$ cat src/rtl/spi_conv_pkg.sv
package spi_conv_pkg;
   typedef enum logic [2:0] {
      ST_IDLE,
      ST_ALIGN,
      ST_WAIT,
      ST_SHIFT,
      ST_TAIL
   } xfer_state_t;

   typedef enum logic {
      DEV_DAC = 1'b0,
      DEV_ADC = 1'b1
   } conv_dev_t;
endpackage

$ cat src/rtl/spi_en_div.sv
module spi_en_div #(
   parameter int DIV_RATIO = 32
) (
   input  logic clk,
   input  logic rst,
   output logic rise_stb,
   output logic tc_stb,
   output logic sq
);
   localparam int CW   = $clog2(DIV_RATIO);
   localparam int HALF = DIV_RATIO / 2;

   logic [CW-1:0] cnt_q;

   assign rise_stb = (cnt_q == CW'(HALF - 1));
   assign tc_stb   = (cnt_q == CW'(DIV_RATIO - 1));

   always_ff @(posedge clk) begin
      if (rst)          cnt_q <= '0;
      else if (tc_stb)  cnt_q <= '0;
      else              cnt_q <= cnt_q + 1'b1;
   end

   always_ff @(posedge clk) begin
      if (rst)           sq <= 1'b0;
      else if (rise_stb) sq <= 1'b1;
      else if (tc_stb)   sq <= 1'b0;
   end
endmodule

$ cat src/rtl/spi_xfer_fsm.sv
module spi_xfer_fsm
   import spi_conv_pkg::*;
#(
   parameter int DATA_W   = 16,
   parameter int ADC_WAIT = 5
) (
   input  logic              clk,
   input  logic              rst,
   input  logic              rise_stb,
   input  logic              tc_stb,
   input  logic              start,
   input  logic              dev_sel,
   input  logic [DATA_W-1:0] tx_data,
   input  logic              miso,
   output logic [DATA_W-1:0] rx_data,
   output logic              busy,
   output logic              done,
   output logic              mosi,
   output logic              adc_cs_n,
   output logic              dac_cs_n,
   output logic              clk_on
);
   localparam int  BW       = $clog2(DATA_W);
   localparam bit  HAS_WAIT = (ADC_WAIT > 0);

   xfer_state_t       state_q;
   conv_dev_t         dev_q;
   logic [DATA_W-1:0] tx_sh;
   logic [DATA_W-1:0] rx_sh;
   logic [BW-1:0]     bit_q;
   logic              wait_last;

   generate
      if (HAS_WAIT) begin : g_wait
         localparam int WW = $clog2(ADC_WAIT + 1);
         logic [WW-1:0] wcnt_q;
         always_ff @(posedge clk) begin
            if (rst || state_q != ST_WAIT) wcnt_q <= '0;
            else if (tc_stb)               wcnt_q <= wcnt_q + 1'b1;
         end
         assign wait_last = (wcnt_q == WW'(ADC_WAIT - 1));
      end else begin : g_nowait
         assign wait_last = 1'b1;
      end
   endgenerate

   assign busy   = (state_q != ST_IDLE);
   assign clk_on = (state_q == ST_WAIT) || (state_q == ST_SHIFT);

   always_ff @(posedge clk) begin
      if (rst) begin
         state_q  <= ST_IDLE;
         dev_q    <= DEV_DAC;
         tx_sh    <= '0;
         rx_sh    <= '0;
         rx_data  <= '0;
         bit_q    <= '0;
         done     <= 1'b0;
         mosi     <= 1'b0;
         adc_cs_n <= 1'b1;
         dac_cs_n <= 1'b1;
      end else begin
         done <= 1'b0;
         unique case (state_q)
            ST_IDLE: begin
               if (start) begin
                  dev_q   <= conv_dev_t'(dev_sel);
                  tx_sh   <= tx_data;
                  state_q <= ST_ALIGN;
               end
            end
            ST_ALIGN: begin
               if (tc_stb) begin
                  bit_q <= '0;
                  if (dev_q == DEV_ADC) begin
                     adc_cs_n <= 1'b0;
                     state_q  <= HAS_WAIT ? ST_WAIT : ST_SHIFT;
                  end else begin
                     dac_cs_n <= 1'b0;
                     state_q  <= ST_SHIFT;
                  end
               end
            end
            ST_WAIT: begin
               if (tc_stb && wait_last) state_q <= ST_SHIFT;
            end
            ST_SHIFT: begin
               if (rise_stb) begin
                  mosi  <= tx_sh[DATA_W-1];
                  tx_sh <= {tx_sh[DATA_W-2:0], 1'b0};
               end
               if (tc_stb) begin
                  rx_sh <= {rx_sh[DATA_W-2:0], miso};
                  bit_q <= bit_q + 1'b1;
                  if (bit_q == BW'(DATA_W - 1)) state_q <= ST_TAIL;
               end
            end
            ST_TAIL: begin
               if (tc_stb) begin
                  adc_cs_n <= 1'b1;
                  dac_cs_n <= 1'b1;
                  mosi     <= 1'b0;
                  done     <= 1'b1;
                  if (dev_q == DEV_ADC) rx_data <= rx_sh;
                  state_q  <= ST_IDLE;
               end
            end
            default: state_q <= ST_IDLE;
         endcase
      end
   end
endmodule

$ cat src/rtl/spi_conv_if.sv
module spi_conv_if #(
   parameter int DIV_RATIO   = 32,
   parameter int DATA_W      = 16,
   parameter int ADC_WAIT    = 5,
   parameter int SYS_HZ      = 48_000_000,
   parameter int MAX_SCLK_HZ = 2_900_000
) (
   input  logic              clk,
   input  logic              rst,
   input  logic              start,
   input  logic              dev_sel,
   input  logic [DATA_W-1:0] tx_data,
   output logic [DATA_W-1:0] rx_data,
   output logic              busy,
   output logic              done,
   output logic              sclk,
   output logic              mosi,
   input  logic              miso,
   output logic              adc_cs_n,
   output logic              dac_cs_n
);
   generate
      if (DIV_RATIO < 4 || (DIV_RATIO % 2) != 0) begin : g_bad_div
         $error("DIV_RATIO must be even and at least 4");
      end
      if (DATA_W < 2) begin : g_bad_width
         $error("DATA_W must be at least 2");
      end
      if ((SYS_HZ / DIV_RATIO) > MAX_SCLK_HZ) begin : g_bad_rate
         $error("serial clock would exceed MAX_SCLK_HZ");
      end
   endgenerate

   logic rise_stb;
   logic tc_stb;
   logic sq;
   logic clk_on;

   spi_en_div #(.DIV_RATIO(DIV_RATIO)) u_div (
      .clk      (clk),
      .rst      (rst),
      .rise_stb (rise_stb),
      .tc_stb   (tc_stb),
      .sq       (sq)
   );

   spi_xfer_fsm #(.DATA_W(DATA_W), .ADC_WAIT(ADC_WAIT)) u_fsm (
      .clk      (clk),
      .rst      (rst),
      .rise_stb (rise_stb),
      .tc_stb   (tc_stb),
      .start    (start),
      .dev_sel  (dev_sel),
      .tx_data  (tx_data),
      .miso     (miso),
      .rx_data  (rx_data),
      .busy     (busy),
      .done     (done),
      .mosi     (mosi),
      .adc_cs_n (adc_cs_n),
      .dac_cs_n (dac_cs_n),
      .clk_on   (clk_on)
   );

   assign sclk = sq & clk_on;
endmodule

$ cat config.mk
export PLATFORM = sky130hd
export DESIGN_NAME = spi_conv_if
export DESIGN_NICKNAME = d
export VERILOG_FILES = /design/src/rtl/spi_conv_pkg.sv /design/src/rtl/spi_en_div.sv /design/src/rtl/spi_xfer_fsm.sv /design/src/rtl/spi_conv_if.sv
export SDC_FILE = /design/constraint.sdc
export NUM_CORES = 1
export LEC_CHECK = 0
export ABC_CLOCK_PERIOD_IN_PS = 5900
export BUFFER_PORTS_ARGS = -buffer_cell sky130_fd_sc_hd__buf_2
export CAP_MARGIN = 0
export CELL_PAD_IN_SITES_DETAIL_PLACEMENT = 1
export CELL_PAD_IN_SITES_GLOBAL_PLACEMENT = 2
export CORE_MARGIN = 1.5
export CORE_UTILIZATION = 36
export CTS_CLUSTER_SIZE = 16
export DETAILED_ROUTE_END_ITERATION = 8
export PLACE_DENSITY = 0.86
export SYNTH_ARGS = -nofsm -noshare
export SYNTH_HDL_FRONTEND = slang
export SYNTH_SLANG_ARGS = --single-unit
export TNS_END_PERCENT = 50
$ cat constraint.sdc
create_clock -name clk -period 5.9 [get_ports clk]
set_input_delay 0 -clock clk [delete_from_list [all_inputs] [get_ports clk]]
set_output_delay 0 -clock clk [all_outputs]
set_load 0.01 [all_outputs]
# After elaboration in Yosys (flattened, before gate mapping)
# Index checks and enable logic that the tools add are counted.
[op_classes] n_addsub=3 eq_ne=18 n_mux=26 bitwise=2 n_reduce_logical=21
[op_table] operator="2-to-1 mux 16 bit" count=2
[op_table] operator="one-hot mux 16 bit (2 select lines)" count=1
[op_table] operator="2-to-1 mux 3 bit" count=6
[op_table] operator="one-hot mux 3 bit (5 select lines)" count=1
[op_table] operator="AND reduction 3 bit" count=4
[op_table] operator="2-to-1 mux 1 bit" count=10
[op_table] operator="inequality test 2 bit, second input constant" count=5
[op_table] operator="nonzero test 2 bit" count=5
[op_table] operator="2-to-1 mux 4 bit" count=2
[op_table] operator="inequality test 2 x 1 -> 1 bit, second input constant" count=4
[op_table] operator="one-hot mux 4 bit (2 select lines)" count=1
[op_table] operator="AND reduction 4 bit" count=2
[op_table] operator="== test 3 x 2 -> 1 bit, second input constant" count=2
[op_table] operator="== test 3 bit, second input constant" count=2
[op_table] operator="one-hot mux 1 bit (2 select lines)" count=3
[op_table] operator="AND reduction 6 bit" count=1
[op_table] operator="adder 5 x 1 -> 5 bit, second input constant" count=1
[op_table] operator="== test 5 x 4 -> 1 bit, second input constant" count=1
[op_table] operator="== test 5 bit, second input constant" count=1
[op_table] operator="adder 4 x 1 -> 4 bit, second input constant" count=1
[op_table] operator="== test 4 bit, second input constant" count=1
[op_table] operator="AND reduction 2 bit" count=2
[op_table] operator="OR reduction 2 bit" count=2
[op_table] operator="adder 3 x 1 -> 3 bit, second input constant" count=1
[op_table] operator="8 further kinds" count=9
[totals] ff_bits=69 in_bits=21 output_inout_bits=22 elab_cells=83

# Logic depth before layout (Yosys ltp)
[logic_depth] ltp_word=4 mapped_depth=9 depth_no_buf=7

# Hierarchy
# Synthesis repeated with hierarchy kept, for this count alone.
[unflattened] cells_unflattened=343 hier_area_um2=2945.3
[by_module_without_submodules] mod="spi_xfer_fsm" instances=1 cells_each=319 area_each_um2=2692.6 seq_area_each_um2=1261.2
[by_module_without_submodules] mod="spi_en_div" instances=1 cells_each=23 area_each_um2=246.5 seq_area_each_um2=120.1
[by_module_without_submodules] mod="spi_conv_if" instances=1 cells_each=1 area_each_um2=6.3 seq_area_each_um2=0.0

# Least setup slack after synthesis
# OpenSTA, ideal clock, no wires.
[synth_path] path_type="reg-to-reg" startpoint="reg u_div.cnt_q[0]" endpoint="reg u_fsm.rx_sh[3]" setup_time_ns=0.132 t_arrival_ns=1.741 t_required_ns=5.768 setup_slack_ns=4.026 stages_incl_launch_ff=10 path_buffers=2 period_less_slack_ns=1.874 path_cell_list="dfxtp_1 -> ha_1 -> and3_1 -> ha_1 -> nand2_1 -> or2_2 -> clkbuf_1 -> buf_2 -> nand2_1 -> a21oi_1"
[synth_via] elab_chain_len=2
[synth_lines] element="start: declaration" line="spi_en_div.sv:13" source="logic [CW-1:0] cnt_q;"
[synth_lines] element="start signal: assignment" line="spi_en_div.sv:21" source="else cnt_q <= cnt_q + 1'b1;"
[synth_lines] element="== test 5 bit" line="spi_en_div.sv:16" source="assign tc_stb = (cnt_q == CW'(DIV_RATIO - 1));"
[synth_lines] element="named net tc_stb" line="spi_conv_if.sv:35" source="logic tc_stb;"
[synth_lines] element="AND reduction 2 bit (no source line)"
[synth_lines] element="end signal: assignment" line="spi_xfer_fsm.sv:93" source="rx_sh <= {rx_sh[DATA_W-2:0], miso};"
[synth_lines] element="end: declaration" line="spi_xfer_fsm.sv:29" source="logic [DATA_W-1:0] rx_sh;"
# The timed path passes the listed nets, and every way through them passes these cells.
# A chain may end at the register's enable or synchronous reset.

# Worst setup path after layout
[layout_path] startpoint="reg u_div.cnt_q[0]" endpoint="reg u_fsm.bit_q[0]"
[layout_via] elab_chain_len=3 elab_cells_between_ends=4 cone_classes="eq/ne (3); reduce/logical (1)"
[layout_lines] element="== test 5 bit *" line="spi_en_div.sv:16"
[layout_lines] element="named net tc_stb" line="spi_conv_if.sv:35"
[layout_lines] element="inequality test 2 x 1 -> 1 bit (no source line)"
[layout_lines] element="AND reduction 3 bit (no source line) *"
[layout_lines] element="end signal: assignment" line="spi_xfer_fsm.sv:94" source="bit_q <= bit_q + 1'b1;"
[layout_lines] element="end: declaration" line="spi_xfer_fsm.sv:30" source="logic [BW-1:0] bit_q;"
# Mark *: on every way through the listed nets, which the timed path passes. The rest lies on a longest branch.

==> reports/summary.log <==
qor: floorplan.die_x 93.2 um
qor: logic_synthesis.ys_ff_latch 69
qor: logic_synthesis.cell_count_after_synthesis 349
qor: clocking.root_buffer sky130_fd_sc_hd__clkbuf_8
qor: power.max-vdd-ir-drop 0.145 mV
qor: logic_synthesis.xor_xnor_share_of_the_synthesized_area 1.49%
qor: clocking.cts.path.max_buffers 2
qor: logic_synthesis.postSynthAreaPerCell 8.40 sq um
qor: layout.post-route-util 45.5%
qor: sta.final.setup.tns 0 ps
qor: outcome.outcome finished, final reports clean
qor: clocking.post_cts_hold_buffer_count 19
qor: grt.pin_count_of_the_biggest_net_entering_global_routing 68
qor: logic_synthesis.compound_cell_area_share_of_the_yosys_netlist 17.7%
qor: setup_path.r2r_cells 7
qor: grt.grt_antenna_before_repair 0
qor: setup_path.worst-setup-path-type reg -> reg
qor: sta.final.setup.worst_slack 3090 ps
qor: logic_synthesis.synth-simple-area-share 24.9%
qor: hold_path.cell_count_of_the_worst_hold_path 4
qor: clocking.ctsHtreeMaxLevel 3
qor: hold_path.min_delay_worst_endpoint u_fsm.dev_q
qor: setup_path.timing.rr.end u_fsm.bit_q[0]
qor: setup_path.critical_path.reg2reg.startpoint u_div.cnt_q[0]
qor: sta.layout_worst_path_cycle_share 47.6%
qor: job.max_cap_violations 0
qor: sta.max_clock_freq 356 MHz
qor: sta.unrepaired_setup_endpoints_after_global_routing false
qor: logic_synthesis.post_synth_instance_area 2930 sq um
qor: setup_path.worstSetupStartpointType flop
qor: setup_path.timing.critical_path.slowest_stage_cell sky130_fd_sc_hd__nor2_1
qor: setup_path.worstSetupEndpointType flop
qor: clocking.worst_skew_pair_later_pin_latency 350 ps
qor: logic_synthesis.ys_types 40
qor: clocking.tritoncts built
qor: power.static_leak 1.34 nW
qor: logic_synthesis.yosys_warnings 0
qor: clocking.resized_gates_after_cts 0
qor: drt.route.final.wire_length 6850 um
qor: place.place_hpwl 4290 um
qor: floorplan.initial_standard_cell_utilization_of_the_core 37.5%
qor: logic_synthesis.synth_largest_type_area_fraction 47.1%
qor: logic_synthesis.post_synth_fa_ha_maj_area_fraction 2.56%
qor: logic_synthesis.main_combinational_cell_family_by_area_after_synthesis simple AND/OR/NAND/NOR gates
qor: floorplan.die_h 93.2 um
qor: setup_path.crit_path_max_incr_delay 870 ps
qor: setup_path.rrSetupSlack 3090 ps
qor: setup_path.worstPathArrival 3050 ps
qor: layout.stdcell_count 505
qor: place.place_area 3160 sq um
qor: floorplan.die_area 8690 sq um
qor: grt.global_route.overflow_total 0
qor: layout.drive_gt1_share 19.6%
qor: sta.max_slew_margin 27.8%
qor: place.dp_cells 470
qor: drt.avgRoutedWirePerCell 13.6 um
qor: logic_synthesis.fraction_of_the_yosys_area_taken_by_sequential_cells 47.1%
qor: sta.fin_worst_skew 11.6 ps
qor: drt.vias_per_cell 4.99
qor: place.post-place-ws 3050 ps
qor: floorplan.row_count 32
qor: grt.wire_length_of_the_first_global_routing_pass 11800 um
qor: sta.hold-worst-slack 50.4 ps
qor: grt.grtUsageTotal 17.3%
qor: logic_synthesis.yosys-top-cells-area sky130_fd_sc_hd__dfxtp_1, sky130_fd_sc_hd__nand2_1, sky130_fd_sc_hd__a311oi_2
qor: logic_synthesis.yosys_most_used_dff sky130_fd_sc_hd__dfxtp_1
qor: logic_synthesis.async_reset_ff_share 0%
qor: logic_synthesis.post_synth_mux_area_share 1.37%
qor: clocking.cts_inserted_buffers 9
qor: place.place.port_buffers 42
qor: logic_synthesis.synth-edff-count 0
qor: layout.final_design_area_no_fill 3550 sq um
qor: clocking.cts_setup_buffers 0
qor: drt.detailroute.via_count 2519
qor: hold_path.min-delay-start start
qor: clocking.clk_transition_reported_paths 80 ps
qor: drt.detail_route.iter0.violations 56
qor: sta.timing_hold_violations_final 0
qor: floorplan.placeable_core_region 7810 sq um
qor: layout.layout.nets 425
qor: setup_path.cp_data_required_time 6150 ps
qor: sta.timing.final.max_slew_violations 0
qor: sta.tightest_slew 1080 ps
qor: drt.drc 0
qor: grt.first_global_vias 2480
qor: setup_path.cp_cell_sequence ha_1 > and3_1 > ha_1 > nand2_1 > nor2_1 > nor2_1 > a211oi_1
qor: logic_synthesis.synth_nets 376
qor: setup_path.critical_path_peak_fanout 17
qor: sta.final_period_minus_worst_setup_slack 2810 ps
qor: sta.finalSetupViolCount 0
qor: layout.area.growth.synth_to_final 21.3%
qor: clocking.clock_sinks 69
qor: place.finalWeightedCongestion 0.762
qor: drt.antenna_violating_nets_remaining 0
qor: power.total_power 985 uW
qor: floorplan.io_pins 43
qor: hold_path.hold_path_class in -> reg
qor: power.powerDensity 277 nW/um^2
qor: drt.drt_pre_antenna_iters 4
qor: layout.antenna_cells 0
qor: logic_synthesis.synth_area_leader_cell sky130_fd_sc_hd__dfxtp_1
-- kinds of logic (layout without fill, tap and decap cells) --
kind of cell,count (synthesis),after routing
adders and majority gates,6,6
DFF,69,69
AOI/OAI and AO/OA,67,67
xor gates and xnor gates,5,5
buffers and inverters,30,84
muxes,4,4
and+or+nand+nor,168,168
-- synthesized netlist by cell type (all sizes together), types with 4 or more instances --
cell,n
nand2,104
dfxtp,69
a21oi,39
nor2,29
a311oi,15
clkbuf,13
buf,11
ha,6
inv,6
nand3,6
nor3,6
nand2b,5
mux2i,4
-- layer usage --
layer	track usage, %	part of all wire (%)
met5	0	0
met3	4.88	3.5
met1	20.5	46
met4	6.06	1.5
met2	29.6	49
-- critical path: cells and delay by family (launching register included) --
family	cells	cell delay, ps
and+or+nand+nor	4	1380
DFF	1	350
adders and majority gates	2	720
AOI/OAI and AO/OA	1	250
-- placed cells by master (no fill, tap or decap), types with 2 or more instances in the layout --
master,count
sky130_fd_sc_hd__nand2_1,104
sky130_fd_sc_hd__dfxtp_1,69
sky130_fd_sc_hd__buf_2,42
sky130_fd_sc_hd__a21oi_1,38
sky130_fd_sc_hd__nor2_1,29
sky130_fd_sc_hd__dlygate4sd3_1,19
sky130_fd_sc_hd__a311oi_2,15
sky130_fd_sc_hd__clkbuf_8,10
sky130_fd_sc_hd__inv_1,6
sky130_fd_sc_hd__nor3_1,6
sky130_fd_sc_hd__nand3_1,6
sky130_fd_sc_hd__ha_1,6
sky130_fd_sc_hd__nand2b_1,5
sky130_fd_sc_hd__mux2i_1,4
sky130_fd_sc_hd__a31oi_1,3
sky130_fd_sc_hd__o21ai_0,3
sky130_fd_sc_hd__xor2_1,3
sky130_fd_sc_hd__clkinvlp_4,3
sky130_fd_sc_hd__and3_1,2
sky130_fd_sc_hd__or2_2,2
sky130_fd_sc_hd__xnor2_1,2
sky130_fd_sc_hd__and4_1,2
sky130_fd_sc_hd__nor2b_1,2
sky130_fd_sc_hd__nand4b_1,2
sky130_fd_sc_hd__a211oi_1,2
-- sequential cells by signal (all words and copies together) (netlist names) --
register / count
u_div.cnt_q: 5
u_div.sq: 1
u_fsm.adc_cs_n: 1
u_fsm.bit_q: 4
u_fsm.dac_cs_n: 1
u_fsm.dev_q: 1
u_fsm.done: 1
u_fsm.g_wait.wcnt_q: 3
u_fsm.mosi: 1
u_fsm.rx_data: 16
u_fsm.rx_sh: 16
u_fsm.state_q: 3
u_fsm.tx_sh: 16
-- worst max path at each step --
stage	depth (start not counted)	start	to	slack, ps
detailed placement	7	u_div.cnt_q[0]	u_fsm.bit_q[0]	3050
global placement	7	u_div.cnt_q[0]	u_fsm.bit_q[0]	3210
global route	7	u_div.cnt_q[0]	u_fsm.bit_q[0]	2750
CTS	7	u_div.cnt_q[0]	u_fsm.bit_q[0]	3020
finish	7	u_div.cnt_q[0]	u_fsm.bit_q[0]	3090
floorplan	9	u_div.cnt_q[0]	u_fsm.rx_sh[3]	4030
-- power breakdown --
part / switching, mW / leakage, nW / internal [mW]
Sequential: 0.0155 / 0.560 / 0.483
Clock: 0.188 / 0.0951 / 0.209
Combinational: 0.0471 / 0.683 / 0.0433
Total: 0.250 / 1.34 / 0.735
-- area by class of cell --
cell class | count | area [sq um]
timing repair buffer | 62 | 408
multi-input combinational | 250 | 1410
sequential | 69 | 1380
clock buffer | 10 | 138
fill | 955 | 4250
clock inverter | 6 | 70.1
tap | 102 | 128
inverter | 6 | 22.5
Power figures use the tool's default switching activity.
